===== src/rtl/irq_route_pkg.sv =====
package irq_route_pkg;
  localparam int VEC_W       = 8;
  localparam int ID_W        = 8;
  localparam int DMODE_W     = 3;
  localparam int DMODE_SHIFT = 8;
  localparam int MSG_DMODE_W = DMODE_W + DMODE_SHIFT;
  localparam int SHORT_W     = 2;

  // Effective level after polarity inversion.
  function automatic logic eff_level(input logic raw, input logic pol);
    return raw ^ pol;
  endfunction

  // Delivery mode as placed in the outgoing message.
  function automatic logic [MSG_DMODE_W-1:0] place_dmode(input logic [DMODE_W-1:0] m);
    return {m, {DMODE_SHIFT{1'b0}}};
  endfunction
endpackage


===== src/rtl/irq_pin_slice.sv =====
module irq_pin_slice
  import irq_route_pkg::*;
(
  input  logic             clk,
  input  logic             rst_n,
  input  logic             strobe,
  input  logic             raw,
  input  logic             pol,
  input  logic             mask,
  input  logic             lvl_trig,
  input  logic [VEC_W-1:0] vector,
  input  logic             eoi_valid,
  input  logic [VEC_W-1:0] eoi_vector,
  input  logic             eoi_level,
  input  logic             take,
  output logic             pend_q,
  output logic             irr_q,
  output logic             rirr_q,
  output logic             coal_q,
  output logic             ack_q
);
  logic eff, evt_hi, evt_lo, vec_hit, eoi_clr;
  logic rirr_mid, irr_nx, pend_busy, pin_ok, pin_go, redo, queue;

  assign eff       = eff_level(raw, pol);
  assign evt_hi    = strobe & eff;
  assign evt_lo    = strobe & ~eff;
  assign vec_hit   = eoi_valid & (vector == eoi_vector);
  assign eoi_clr   = vec_hit & eoi_level;
  assign rirr_mid  = rirr_q & ~eoi_clr;
  assign irr_nx    = evt_hi ? 1'b1 : (evt_lo ? 1'b0 : irr_q);
  assign pend_busy = pend_q & ~take;
  assign pin_ok    = lvl_trig ? ~rirr_mid : ~irr_q;
  assign pin_go    = evt_hi & ~mask & pin_ok & ~pend_busy;
  assign redo      = eoi_clr & ~mask & irr_nx & ~pend_busy;
  assign queue     = pin_go | redo;

  always_ff @(posedge clk) begin
    if (!rst_n) begin
      pend_q <= 1'b0;
      irr_q  <= 1'b0;
      rirr_q <= 1'b0;
      coal_q <= 1'b0;
      ack_q  <= 1'b0;
    end else begin
      pend_q <= pend_busy | queue;
      irr_q  <= irr_nx;
      rirr_q <= rirr_mid | (queue & lvl_trig);
      coal_q <= evt_hi & ~mask & (~pin_ok | pend_busy);
      ack_q  <= vec_hit;
    end
  end

  // a newly queued message never comes from a masked entry
  a_r4_masked_never_queues: assert property (@(posedge clk) disable iff (!rst_n)
    $rose(pend_q) |-> $past(!mask));

  // a level-mode queue sets remote-pending alongside
  a_r5_level_sets_remote: assert property (@(posedge clk) disable iff (!rst_n)
    ($rose(pend_q) && $past(lvl_trig)) |-> rirr_q);

  // masked entries never report coalescing
  a_r4_masked_no_coalesce: assert property (@(posedge clk) disable iff (!rst_n)
    coal_q |-> $past(!mask));
endmodule


===== src/rtl/irq_pick.sv =====
module irq_pick #(
  parameter int NPINS = 8,
  localparam int PW = $clog2(NPINS)
) (
  input  logic [NPINS-1:0] req,
  output logic [NPINS-1:0] grant,
  output logic [PW-1:0]    idx,
  output logic             any
);
  always_comb begin
    grant = '0;
    idx   = '0;
    for (int i = NPINS - 1; i >= 0; i--) begin
      if (req[i]) begin
        grant    = '0;
        grant[i] = 1'b1;
        idx      = PW'(i);
      end
    end
  end
  assign any = |req;
endmodule


===== src/rtl/irq_msg_fmt.sv =====
module irq_msg_fmt
  import irq_route_pkg::*;
#(
  parameter int NPINS = 8,
  localparam int PW = $clog2(NPINS)
) (
  input  logic [PW-1:0]            idx,
  input  logic [NPINS-1:0]         ent_logical,
  input  logic [NPINS-1:0]         ent_lvl_trig,
  input  logic [NPINS*VEC_W-1:0]   ent_vector,
  input  logic [NPINS*ID_W-1:0]    ent_dest,
  input  logic [NPINS*DMODE_W-1:0] ent_dmode,
  input  logic [ID_W-1:0]          boot_cpu_id,
  output logic [ID_W-1:0]          dest,
  output logic [VEC_W-1:0]         vector,
  output logic                     logical,
  output logic                     lvl_trig,
  output logic [MSG_DMODE_W-1:0]   dmode,
  output logic                     level,
  output logic [SHORT_W-1:0]       shorthand
);
  logic boot_pin;
  assign boot_pin  = (idx == '0);
  assign vector    = ent_vector[idx*VEC_W +: VEC_W];
  assign lvl_trig  = ent_lvl_trig[idx];
  assign dmode     = place_dmode(ent_dmode[idx*DMODE_W +: DMODE_W]);
  assign dest      = boot_pin ? boot_cpu_id : ent_dest[idx*ID_W +: ID_W];
  assign logical   = boot_pin ? 1'b0 : ent_logical[idx];
  assign level     = 1'b1;
  assign shorthand = '0;
endmodule


===== src/rtl/irq_route_engine.sv =====
module irq_route_engine
  import irq_route_pkg::*;
#(
  parameter int NPINS = 8,
  localparam int PW = $clog2(NPINS)
) (
  input  logic                     clk,
  input  logic                     rst_n,
  input  logic [NPINS-1:0]         pin_strobe,
  input  logic [NPINS-1:0]         pin_level,
  input  logic [NPINS-1:0]         ent_mask,
  input  logic [NPINS-1:0]         ent_pol,
  input  logic [NPINS-1:0]         ent_lvl_trig,
  input  logic [NPINS-1:0]         ent_logical,
  input  logic [NPINS*VEC_W-1:0]   ent_vector,
  input  logic [NPINS*ID_W-1:0]    ent_dest,
  input  logic [NPINS*DMODE_W-1:0] ent_dmode,
  input  logic [ID_W-1:0]          boot_cpu_id,
  input  logic                     eoi_valid,
  input  logic [VEC_W-1:0]         eoi_vector,
  input  logic                     eoi_level,
  output logic                     msg_valid,
  input  logic                     msg_ready,
  output logic [PW-1:0]            msg_pin,
  output logic [ID_W-1:0]          msg_dest,
  output logic [VEC_W-1:0]         msg_vector,
  output logic                     msg_logical,
  output logic                     msg_lvl_trig,
  output logic [MSG_DMODE_W-1:0]   msg_dmode,
  output logic                     msg_level,
  output logic [SHORT_W-1:0]       msg_shorthand,
  output logic [NPINS-1:0]         coalesced,
  output logic [NPINS-1:0]         eoi_ack,
  output logic [NPINS-1:0]         irr_state,
  output logic [NPINS-1:0]         rirr_state
);
  logic [NPINS-1:0] pend, grant, take;
  logic             fire;

  assign fire = msg_valid & msg_ready;
  assign take = grant & {NPINS{fire}};

  for (genvar g = 0; g < NPINS; g++) begin : g_pin
    irq_pin_slice u_slice (
      .clk        (clk),
      .rst_n      (rst_n),
      .strobe     (pin_strobe[g]),
      .raw        (pin_level[g]),
      .pol        (ent_pol[g]),
      .mask       (ent_mask[g]),
      .lvl_trig   (ent_lvl_trig[g]),
      .vector     (ent_vector[g*VEC_W +: VEC_W]),
      .eoi_valid  (eoi_valid),
      .eoi_vector (eoi_vector),
      .eoi_level  (eoi_level),
      .take       (take[g]),
      .pend_q     (pend[g]),
      .irr_q      (irr_state[g]),
      .rirr_q     (rirr_state[g]),
      .coal_q     (coalesced[g]),
      .ack_q      (eoi_ack[g])
    );
  end

  irq_pick #(.NPINS(NPINS)) u_pick (
    .req   (pend),
    .grant (grant),
    .idx   (msg_pin),
    .any   (msg_valid)
  );

  irq_msg_fmt #(.NPINS(NPINS)) u_fmt (
    .idx          (msg_pin),
    .ent_logical  (ent_logical),
    .ent_lvl_trig (ent_lvl_trig),
    .ent_vector   (ent_vector),
    .ent_dest     (ent_dest),
    .ent_dmode    (ent_dmode),
    .boot_cpu_id  (boot_cpu_id),
    .dest         (msg_dest),
    .vector       (msg_vector),
    .logical      (msg_logical),
    .lvl_trig     (msg_lvl_trig),
    .dmode        (msg_dmode),
    .level        (msg_level),
    .shorthand    (msg_shorthand)
  );

  // the arbiter grants at most one pin
  a_r10_single_grant: assert property (@(posedge clk) disable iff (!rst_n)
    $onehot0(grant));

  // an offered message that is not taken stays offered
  a_r10_hold_until_taken: assert property (@(posedge clk) disable iff (!rst_n)
    (msg_valid && !msg_ready) |=> msg_valid);

  // pin 0 goes physical to the boot processor
  a_r8_pin0_boot: assert property (@(posedge clk) disable iff (!rst_n)
    (msg_valid && msg_pin == '0) |-> (!msg_logical && msg_dest == boot_cpu_id));

  // an edge-mode acknowledge never clears remote-pending
  a_r7_edge_eoi_keeps_remote: assert property (@(posedge clk) disable iff (!rst_n)
    (eoi_valid && !eoi_level) |=> ((rirr_state & $past(rirr_state)) == $past(rirr_state)));
endmodule


===== config.mk =====
export PLATFORM = sky130hd
export DESIGN_NAME = irq_route_engine
export DESIGN_NICKNAME = d
export VERILOG_FILES = /design/src/rtl/irq_route_pkg.sv /design/src/rtl/irq_pin_slice.sv /design/src/rtl/irq_pick.sv /design/src/rtl/irq_msg_fmt.sv /design/src/rtl/irq_route_engine.sv
export SDC_FILE = /design/constraint.sdc
export NUM_CORES = 1
export LEC_CHECK = 0
export BUFFER_PORTS_ARGS = -buffer_cell sky130_fd_sc_hd__clkbuf_2
export CAP_MARGIN = 10
export CORE_AREA = 2 2 112 114
export CTS_CLUSTER_SIZE = 24
export DETAILED_ROUTE_END_ITERATION = 6
export DIE_AREA = 0 0 114 116
export PLACE_DENSITY = 0.75
export RECOVER_POWER = 100
export SLEW_MARGIN = 20
export SYNTH_ARGS = -nofsm -noshare
export SYNTH_HDL_FRONTEND = slang
export SYNTH_SLANG_ARGS = --single-unit

===== constraint.sdc =====
create_clock -name clk -period 2.2 [get_ports clk]
set_input_delay 0.11 -clock clk [delete_from_list [all_inputs] [get_ports clk]]
set_output_delay 0.11 -clock clk [all_outputs]
set_load 0.01 [all_outputs]

==> results_dict.tcl, run 1 <==
set metrics [dict create \
    clk_pin_slew_worst_paths_ns 0.06 \
    r2r_start "g_pin[3].u_slice.pend_q" \
    clockBufferDepth 2 \
    routedWlPerCell_um 18.3 \
    drc_errors 0 \
    min_to "g_pin[4].u_slice.irr_q" \
    cts_inserted_buffers 5 \
    cp_data_required_time_ns 2.09 \
    min_period_ns 2.34 \
    drv_slew 0 \
    vias_per_cell 5.38 \
    core_um2 11900 \
    die_height_um 116 \
    synthesis.instances 556 \
    synth-seq-cells 40 \
    antennaDiodeCount 0 \
    crit_chain "buf_4 -> nor4_2 -> nand2b_4 -> clkinv_1 -> buf_12 -> mux4_2 -> a2bb2oi_1 -> clkbuf_2" \
    yosysWarnings 0 \
    die-area_um2 13200 \
    cts_tree "built" \
    nFillCells 1232 \
    syn_area_um2 4270 \
    place_congestion 0.904 \
    nNetsFinal 1025 \
    maxSlewHeadroom_pct 40.6 \
    routed_wl_mm 17.4 \
    grt-ovfl-total 0 \
    hp-start "pin_strobe[4]" \
    rows 40 \
    first_pass_iters 4 \
    end_kind "output port" \
    startpoint_type "flop" \
    globalRouteMet1Util_pct 30.4 \
    max_stage_delay_ns 0.45 \
    rr_worst_depth 7 \
    grt_max_degree 23 \
    ys_types 63 \
    critPathTopFamily "buffers and inverters" \
    finalCritPeriodShare_pct 107 \
    antenna_found_initial 0 \
    hold_viol_final 0 \
    p_leak_nw 2.75 \
    fin_ws_ns -0.144 \
    grt.total_usage_pct 25.0 \
    final_common_cell "clkbuf_2" \
    cts.htree.levels 2 \
    whs_ns 0.0335 \
    r2r_slack_ns 0.15 \
    fin_worst_skew_ns 0.00237 \
    fmax_mhz 427 \
    rsz0062_at_grt "true" \
    violations "setup timing" \
    reg2reg_to "g_pin[7].u_slice.rirr_q" \
    io_buffers 268 \
    path_class "flop to output port" \
    synth-edff-count 0 \
    grt_pass1_vias 4955 \
    synth-seq-area-share_pct 18.8 \
    post-place-ws_ns 0.0537 \
    power_mw 3.03 \
    ant_nets 0 \
    hold_path_class "input port to flop" \
    power_density_nw_per_um2 495 \
    timing.max_cap.violations 0 \
    post-dp-hpwl_mm 14.4 \
    worst_pin_slew_ns 0.891 \
    worstSkewPairLatency_ns 0.28 \
    die_w_um 114 \
    worst_path_max_delay_cell "nor4_2" \
    areaGrowthSynthToFinish_pct 43.5 \
    vias 5118 \
    path_max_fanout 22 \
    syn_avg_cell_area_um2 7.68 \
    final_cell_mix "clkbuf_2, xor2_1, nand2_1" \
    status "complete, but fails checks" \
    drt_iter0_drc 381 \
    async_flop_share_pct 0 \
    cts_root_buf "clkbuf_16" \
    critical_path_buf_inv_count 4 \
    holdPathStages 2 \
    grt_pass1_wl_mm 26.0 \
    finalSetupViolations 20 \
    peakVddDrop_mv 0.276 \
    synth_flop_cell "dfxtp_1" \
    grtUsageMet2_pct 44.4 \
    drive_gt1_share_pct 42.2 \
    start_util_pct 35.8 \
    critPathArrivalTime_ns 2.23 \
    pin_count 289 \
    ctsHoldBuffers 0 \
    fin_util_pct 51.4 \
    met3_usage_pct 5.49 \
    clock_sinks 40 \
    busiest_layer "met2" \
]
-- metrics by stage --
stage                     cell area [µm²]  instances  setup TNS, ns
final                                6130        952          -1.03
after floorplan                      4300        565              0
after global routing                 6130        952          -2.66
after detailed placement             5600        934              0
after global placement               5600        934              0
after CTS                            6080        948          -1.30
-- synth_stat cells, drive strengths merged, types with 3 or more instances --
library cell / instances / area share [%]
a31oi: 5 / 0.73
nand3: 24 / 2.8
xnor2: 15 / 3.1
mux2i: 12 / 2.8
o21ai: 21 / 2.5
buf: 59 / 9.8
nor2b: 17 / 2.5
inv: 11 / 0.97
o22ai: 21 / 3.1
a21o: 14 / 2.5
nor3b: 7 / 1.2
dfxtp: 40 / 19
o21bai: 3 / 0.53
and2: 7 / 1.0
o221ai: 16 / 3.3
nand4: 8 / 1.2
nand2: 44 / 3.9
clkbuf: 13 / 1.1
a221oi: 13 / 3.1
nor2: 30 / 2.6
mux2: 13 / 3.4
nor3: 3 / 0.35
a21oi: 27 / 3.2
nand2b: 10 / 1.5
o21a: 7 / 1.3
a211oi: 18 / 3.2
xor2: 57 / 12
nor4: 10 / 1.8
-- flip-flops by register name, summed over array words and instances, names as in the netlist --
signal,flops
g_pin.u_slice.rirr_q,8
g_pin.u_slice.irr_q,8
g_pin.u_slice.pend_q,8
g_pin.u_slice.ack_q,8
g_pin.u_slice.coal_q,8
-- report_power, final --
part | switching (mW) | internal (mW)
Combinational | 0.805 | 0.706
Clock | 0.293 | 0.452
Sequential | 0.0260 | 0.750
Total | 1.12 | 1.91
-- worst max-delay path by stage --
| stage | from | endpoint | slack (ns) | depth (start not counted) |
|---|---|---|---|---|
| after floorplan | g_pin[3].u_slice.pend_q | msg_dmode[10] | 0.31 | 6 |
| after global placement | g_pin[7].u_slice.pend_q | msg_vector[5] | 0.07 | 7 |
| after detailed placement | g_pin[7].u_slice.pend_q | msg_vector[5] | 0.05 | 7 |
| after CTS | g_pin[6].u_slice.pend_q | msg_vector[3] | -0.10 | 8 |
| after global routing | g_pin[3].u_slice.pend_q | msg_logical | -0.19 | 8 |
| final | g_pin[3].u_slice.pend_q | msg_logical | -0.14 | 8 |
-- cells by family after synthesis --
kind of cell / after synthesis / synth area share (%)
other cells: 2 / 0.176
buf+inv: 85 / 12.0
xor+xnor: 72 / 14.8
simple gates: 170 / 21.0
flops: 40 / 18.8
compound gates: 161 / 26.5
mux: 26 / 6.77
-- area by class of cell --
type | count | area, µm² | area share [%]
multi-input cells | 440 | 3300 | 53.8
clock buffers | 7 | 143 | 2.33
clock inverters | 1 | 7.51 | 0.123
repair buffers | 304 | 1630 | 26.6
inverters | 13 | 51.3 | 0.837
well taps | 147 | 184 | 3.00
flip-flops and latches | 40 | 810 | 13.2
-- per-layer routing --
| layer | share of wire (%) | wire length (µm) |
|---|---|---|
| met1 | 41 | 7060 |
| met2 | 49 | 8540 |
| met3 | 7.7 | 1350 |
| met4 | 2.6 | 455 |
| met5 | 0 | 0 |
-- what timing repair did --
item,4_1_cts,5_1_grt
pin swaps,19,18
gates resized for setup,57,28
setup buffers,5,7
setup endpoints to repair,21,21
gates cloned,1,0
No activity file was read; power rests on OpenSTA's default activity.
==> inputs of run 2 (changes only) <==
GPL_TIMING_DRIVEN = 0   (was unset)
SETUP_SLACK_MARGIN = 0.1   (was unset)
==> run 2 against run 1 <==
Effect of this change: the flow still finishes with violations (setup timing); global-route usage is 2.0 points higher; core utilization up 6.6 points; first-iteration DRC count rose by 7.3%; critical path depth is 1 higher; sequential cell count did not move; hold slack improved by 0.0057 ns; setup slack better by 0.017 ns; final cell count increased by 6.3%; routed wire length up 9.8%; clock skew increased by 0.00060 ns; largest power group unchanged.
==> results_dict.tcl, run 2 (same netlist as run 1, synthesis figures left out) <==
set metrics [dict create \
    status "complete, but fails checks" \
    violations "setup timing" \
    routedWlPerCell_um 18.9 \
    max_stage_delay_ns 0.39 \
    finalCritPeriodShare_pct 106 \
    cts.htree.levels 2 \
    routed_wl_mm 19.1 \
    fin_util_pct 58.1 \
    first_pass_iters 5 \
    grt_max_degree 13 \
    peakVddDrop_mv 0.295 \
    die_height_um 116 \
    hold_path_class "input port to flop" \
    vias_per_cell 5.39 \
    fin_ws_ns -0.128 \
    antenna_found_initial 0 \
    final_cell_mix "clkbuf_2, buf_4, xor2_1" \
    clk_pin_slew_worst_paths_ns 0.06 \
    drive_gt1_share_pct 49.5 \
    core_um2 11900 \
    grt_pass1_wl_mm 27.6 \
    critPathTopFamily "compound AO/OA/AOI/OAI gates" \
    finalSetupViolations 16 \
    rows 40 \
    antennaDiodeCount 0 \
    final_common_cell "clkbuf_2" \
    path_max_fanout 7 \
    stdcell_count 1012 \
    whs_ns 0.0392 \
    grt-ovfl-total 0 \
    grt_pass1_vias 5179 \
    cp_data_required_time_ns 2.09 \
    clock_sinks 40 \
    r2r_slack_ns 0.16 \
    start_util_pct 35.8 \
    post-dp-hpwl_mm 14.6 \
    grt.total_usage_pct 27.0 \
    critPathLaunch "g_pin[5].u_slice.pend_q" \
    cts_root_buf "clkbuf_16" \
    critPathArrivalTime_ns 2.22 \
    maxSlewHeadroom_pct 28.5 \
    path_class "flop to output port" \
    ant_nets 0 \
    p_leak_nw 3.17 \
    io_buffers 260 \
    place_inst 972 \
    rr_worst_depth 7 \
    place_congestion 0.913 \
    end_kind "output port" \
    die-area_um2 13200 \
    worst_pin_slew_ns 1.06 \
    critical_path_buf_inv_count 4 \
    crit_end "msg_vector[5]" \
    drc_errors 0 \
    reg2reg_to "g_pin[7].u_slice.rirr_q" \
    pin_count 289 \
    startpoint_type "flop" \
    cts_tree "built" \
    worstSkewPairLatency_ns 0.28 \
    drt_iter0_drc 409 \
    power_density_nw_per_um2 482 \
    areaGrowthSynthToFinish_pct 62.1 \
    vias 5457 \
    r2r_start "g_pin[3].u_slice.pend_q" \
    hold_viol_final 0 \
    clockBufferDepth 2 \
    min_period_ns 2.33 \
    rsz0062_at_grt "true" \
    worst_path_max_delay_cell "dfxtp_4" \
    fin_worst_skew_ns 0.00296 \
    drv_slew 0 \
    nNetsFinal 1085 \
    crit_chain "nor2_4 -> a221oi_4 -> buf_6 -> buf_6 -> buf_8 -> mux2_4 -> a221oi_2 -> a21oi_1 -> buf_2" \
    path_depth 9 \
    fmax_mhz 430 \
    timing.max_cap.violations 0 \
    crit_top_cell "buf_6" \
    cts_inserted_buffers 5 \
    die_w_um 114 \
]
-- run 2: cell types whose count changed in the layout (fill, tap and decap cells not counted), sizes merged --
cell,before,now
inv,11,13
clkbuf,271,269
buf,40,101
clkinvlp,1,0
clkinv,2,1
bufinv,0,1
-- run 2: worst reg2reg max path: stages (launching register included) --
cell and delay [ns]:
dfxtp_4 0.36, clkbuf_1 0.15, clkbuf_1 0.15, nor4_4 0.27
nand2_1 0.20, o31a_1 0.32, a2111oi_0 0.37, a31o_1 0.15
-- run 2: power breakdown --
group | internal [mW] | total, mW | leakage [nW] | switching, mW
sequential | 0.748 | 0.780 | 0.330 | 0.0317
combinational | 0.832 | 1.73 | 2.76 | 0.898
clock | 0.533 | 0.823 | 0.0808 | 0.289
total | 2.11 | 3.33 | 3.17 | 1.22
-- run 2: cell type report --
cell class / instances / area, µm²
Tap cell: 147 / 184
Fill cell: 1108 / 4990
Buffer: 72 / 596
Inverter: 13 / 53.8
Clock buffer: 6 / 129
Sequential cell: 40 / 821
Clock inverter: 2 / 35.0
Timing Repair Buffer: 292 / 1600
Multi-Input combinational cell: 440 / 3500
-- run 2: what timing repair did --
action	4_1_cts	5_1_grt
gates cloned	2	3
hold buffers	0	0
pin swaps	33	33
resized for setup	107	76
setup endpoints to repair	23	21
setup buffers	18	10
hold endpoints to repair	0	0
-- run 2: routing by layer --
layer / part of all wire, % / up-vias / GRT usage, % / wire [µm]
met5: 0 / - / 0 / 0
met4: 3.2 / 0 / 8.94 / 613
met3: 7.5 / 46 / 4.50 / 1440
met2: 48 / 293 / 47.2 / 9260
met1: 41 / 2515 / 33.9 / 7800
li1: - / 2603 / - / -
-- run 2: worst min-delay path by stage --
| stage | start | end | slack [ns] | cells past startpoint |
|---|---|---|---|---|
| 2_1_floorplan | pin_strobe[2] | g_pin[2].u_slice.irr_q | 0.21 | 1 |
| 3_3_place_gp | pin_strobe[4] | g_pin[4].u_slice.irr_q | 0.33 | 2 |
| 3_5_place_dp | pin_strobe[5] | g_pin[5].u_slice.irr_q | 0.33 | 2 |
| 4_1_cts | pin_strobe[6] | g_pin[6].u_slice.irr_q | 0.04 | 2 |
| 5_1_grt | pin_strobe[4] | g_pin[4].u_slice.irr_q | 0.05 | 2 |
| 6_report | pin_strobe[4] | g_pin[4].u_slice.irr_q | 0.04 | 2 |
-- run 2: per-stage QoR --
| step | area, µm² | power, mW | setup TNS [ns] | setup slack [ns] |
|---|---|---|---|---|
| global placement | 5790 | 2.07 | -1.83 | -0.271 |
| finish | 6920 | 3.33 | -0.669 | -0.128 |
| CTS | 6590 | 3.16 | -1.17 | -0.136 |
| floorplan | 4300 | 1.52 | 0 | 0.308 |
| detailed placement | 5790 | 2.08 | -2.09 | -0.289 |
| global route | 6920 | 3.48 | -2.14 | -0.163 |
==> inputs of run 3 (changes only) <==
PLACE_DENSITY = 0.77   (was 0.75)
==> run 3 against run 2 <==
Effect of this change: the flow still finishes with violations (setup timing); core utilization down 2.8 points; register-to-register slack better by 0.16 ns; cell area fell by 4.8%; non-clock buffer count fell by 16; total power fell by 0.60%; sequential power barely moved; die area unchanged; critical path type unchanged; highest routed layer unchanged.
==> results_dict.tcl, run 3 (same netlist as run 1, synthesis figures left out) <==
set metrics [dict create \
    rr_worst_depth 7 \
    die_w_um 114 \
    cp_data_required_time_ns 2.09 \
    grt-ovfl-total 0 \
    cts_root_buf "clkbuf_16" \
    die-area_um2 13200 \
    rows 40 \
    crit_chain "nand2b_4 -> a221oi_4 -> buf_6 -> buf_8 -> buf_6 -> mux2_4 -> a221oi_2 -> a21oi_1 -> clkbuf_2" \
    cts.htree.levels 2 \
    antennaDiodeCount 0 \
    grt_max_degree 13 \
    multi_input_area_um2 3400 \
    first_pass_iters 5 \
    critical_path_buf_inv_count 4 \
    hp-start "pin_strobe[6]" \
    fmax_mhz 430 \
    r2r_start "g_pin[3].u_slice.pend_q" \
    min_to "g_pin[6].u_slice.irr_q" \
    stdcell_count 995 \
    worst_pin_slew_ns 1.01 \
    final_common_cell "clkbuf_2" \
    hold_path_class "input port to flop" \
    final_cell_mix "clkbuf_2, xor2_1, buf_4" \
    routedWlPerCell_um 18.4 \
    min_period_ns 2.33 \
    path_class "flop to output port" \
    antenna_found_initial 0 \
    placed_area_um2 5790 \
    drt_iter0_drc 362 \
    reg2reg_to "g_pin[7].u_slice.rirr_q" \
    fin_ws_ns -0.127 \
    vias_per_cell 5.37 \
    path_max_fanout 5 \
    place_inst 972 \
    die_height_um 116 \
    maxSlewHeadroom_pct 32.2 \
    cts_tree "built" \
    hold_viol_final 0 \
    clock_sinks 40 \
    post-dp-hpwl_mm 14.5 \
    io_buffers 260 \
    startpoint_type "flop" \
    grt.total_usage_pct 26.7 \
    end_kind "output port" \
    drc_errors 0 \
    critPathTopFamily "buffers and inverters" \
    peakVddDrop_mv 0.253 \
    grt_pass1_vias 5152 \
    path_depth 9 \
    power_mw 3.31 \
    fin_worst_skew_ns 0.00359 \
    status "complete, but fails checks" \
    ff_latch_area_um2 816 \
    place_congestion 0.874 \
    r2r_slack_ns 0.32 \
    routed_wl_mm 18.3 \
    power_density_nw_per_um2 503 \
    clk_pin_slew_worst_paths_ns 0.06 \
    max_stage_delay_ns 0.36 \
    ant_nets 0 \
    timing.max_cap.violations 0 \
    clockBufferDepth 2 \
    fin_util_pct 55.3 \
    worstSkewPairLatency_ns 0.28 \
    crit_top_cell "buf_6" \
    pin_count 289 \
    areaGrowthSynthToFinish_pct 54.3 \
    critPathArrivalTime_ns 2.22 \
    nFillCells 1137 \
    finalSetupViolations 18 \
    rsz0062_at_grt "true" \
    holdPathStages 2 \
    start_util_pct 35.8 \
    final_design_area_no_fill_um2 6590 \
    core_um2 11900 \
    drive_gt1_share_pct 46.5 \
    violations "setup timing" \
    totalNegativeSetupSlack_ns -0.974 \
    drv_slew 0 \
    vias 5345 \
    cts_inserted_buffers 5 \
    nNetsFinal 1069 \
    worst_path_max_delay_cell "dfxtp_4" \
    p_leak_nw 3.03 \
    grt_pass1_wl_mm 27.4 \
    finalCritPeriodShare_pct 106 \
]
## run 3: worst max path at each step
stage                                  from            end
floorplan           g_pin[3].u_slice.pend_q  msg_dmode[10]
global placement    g_pin[3].u_slice.pend_q  msg_vector[5]
detailed placement  g_pin[3].u_slice.pend_q  msg_vector[5]
CTS                 g_pin[6].u_slice.pend_q   msg_dmode[9]
global route        g_pin[6].u_slice.pend_q   msg_lvl_trig
finish              g_pin[6].u_slice.pend_q   msg_lvl_trig
## run 3: where the power goes
part	total, mW	switching, mW	leakage, nW	internal, mW
Clock	0.934	0.291	0.0899	0.644
Sequential	0.781	0.0323	0.329	0.748
Combinational	1.60	0.849	2.61	0.749
## run 3: final cells by class
class                           instances  area share (%)
Multi-Input combinational cell        440            51.6
Timing Repair Buffer                  276            21.3
Sequential cell                        40            12.4
Buffer                                 72            8.28
Tap cell                              147            2.79
Clock buffer                            5            1.90
Clock inverter                          2           0.912
Inverter                               13           0.855
## run 3: timing repair
action | in CTS | in global routing
gates cloned | 1 | 0
setup endpoints to repair | 24 | 21
resized for setup | 107 | 26
pin swaps | 34 | 21
setup buffers | 12 | 3
hold buffers | 0 | 0
## run 3: through the flow
step | hold WS, ns | worst slack (ns)
final | 0.0421 | -0.127
after detailed placement | 0.332 | -0.276
after global routing | 0.0464 | -0.194
after global placement | 0.327 | -0.267
after floorplan | 0.208 | 0.308
after CTS | 0.0378 | -0.102
## run 3: layer usage
layer,vias to the layer above,GRT usage (%),wire length (µm)
met5,-,0,0
met3,39,4.29,1310
met2,287,47.5,8930
met4,0,6.83,444
li1,2572,-,-
met1,2447,33.7,7590
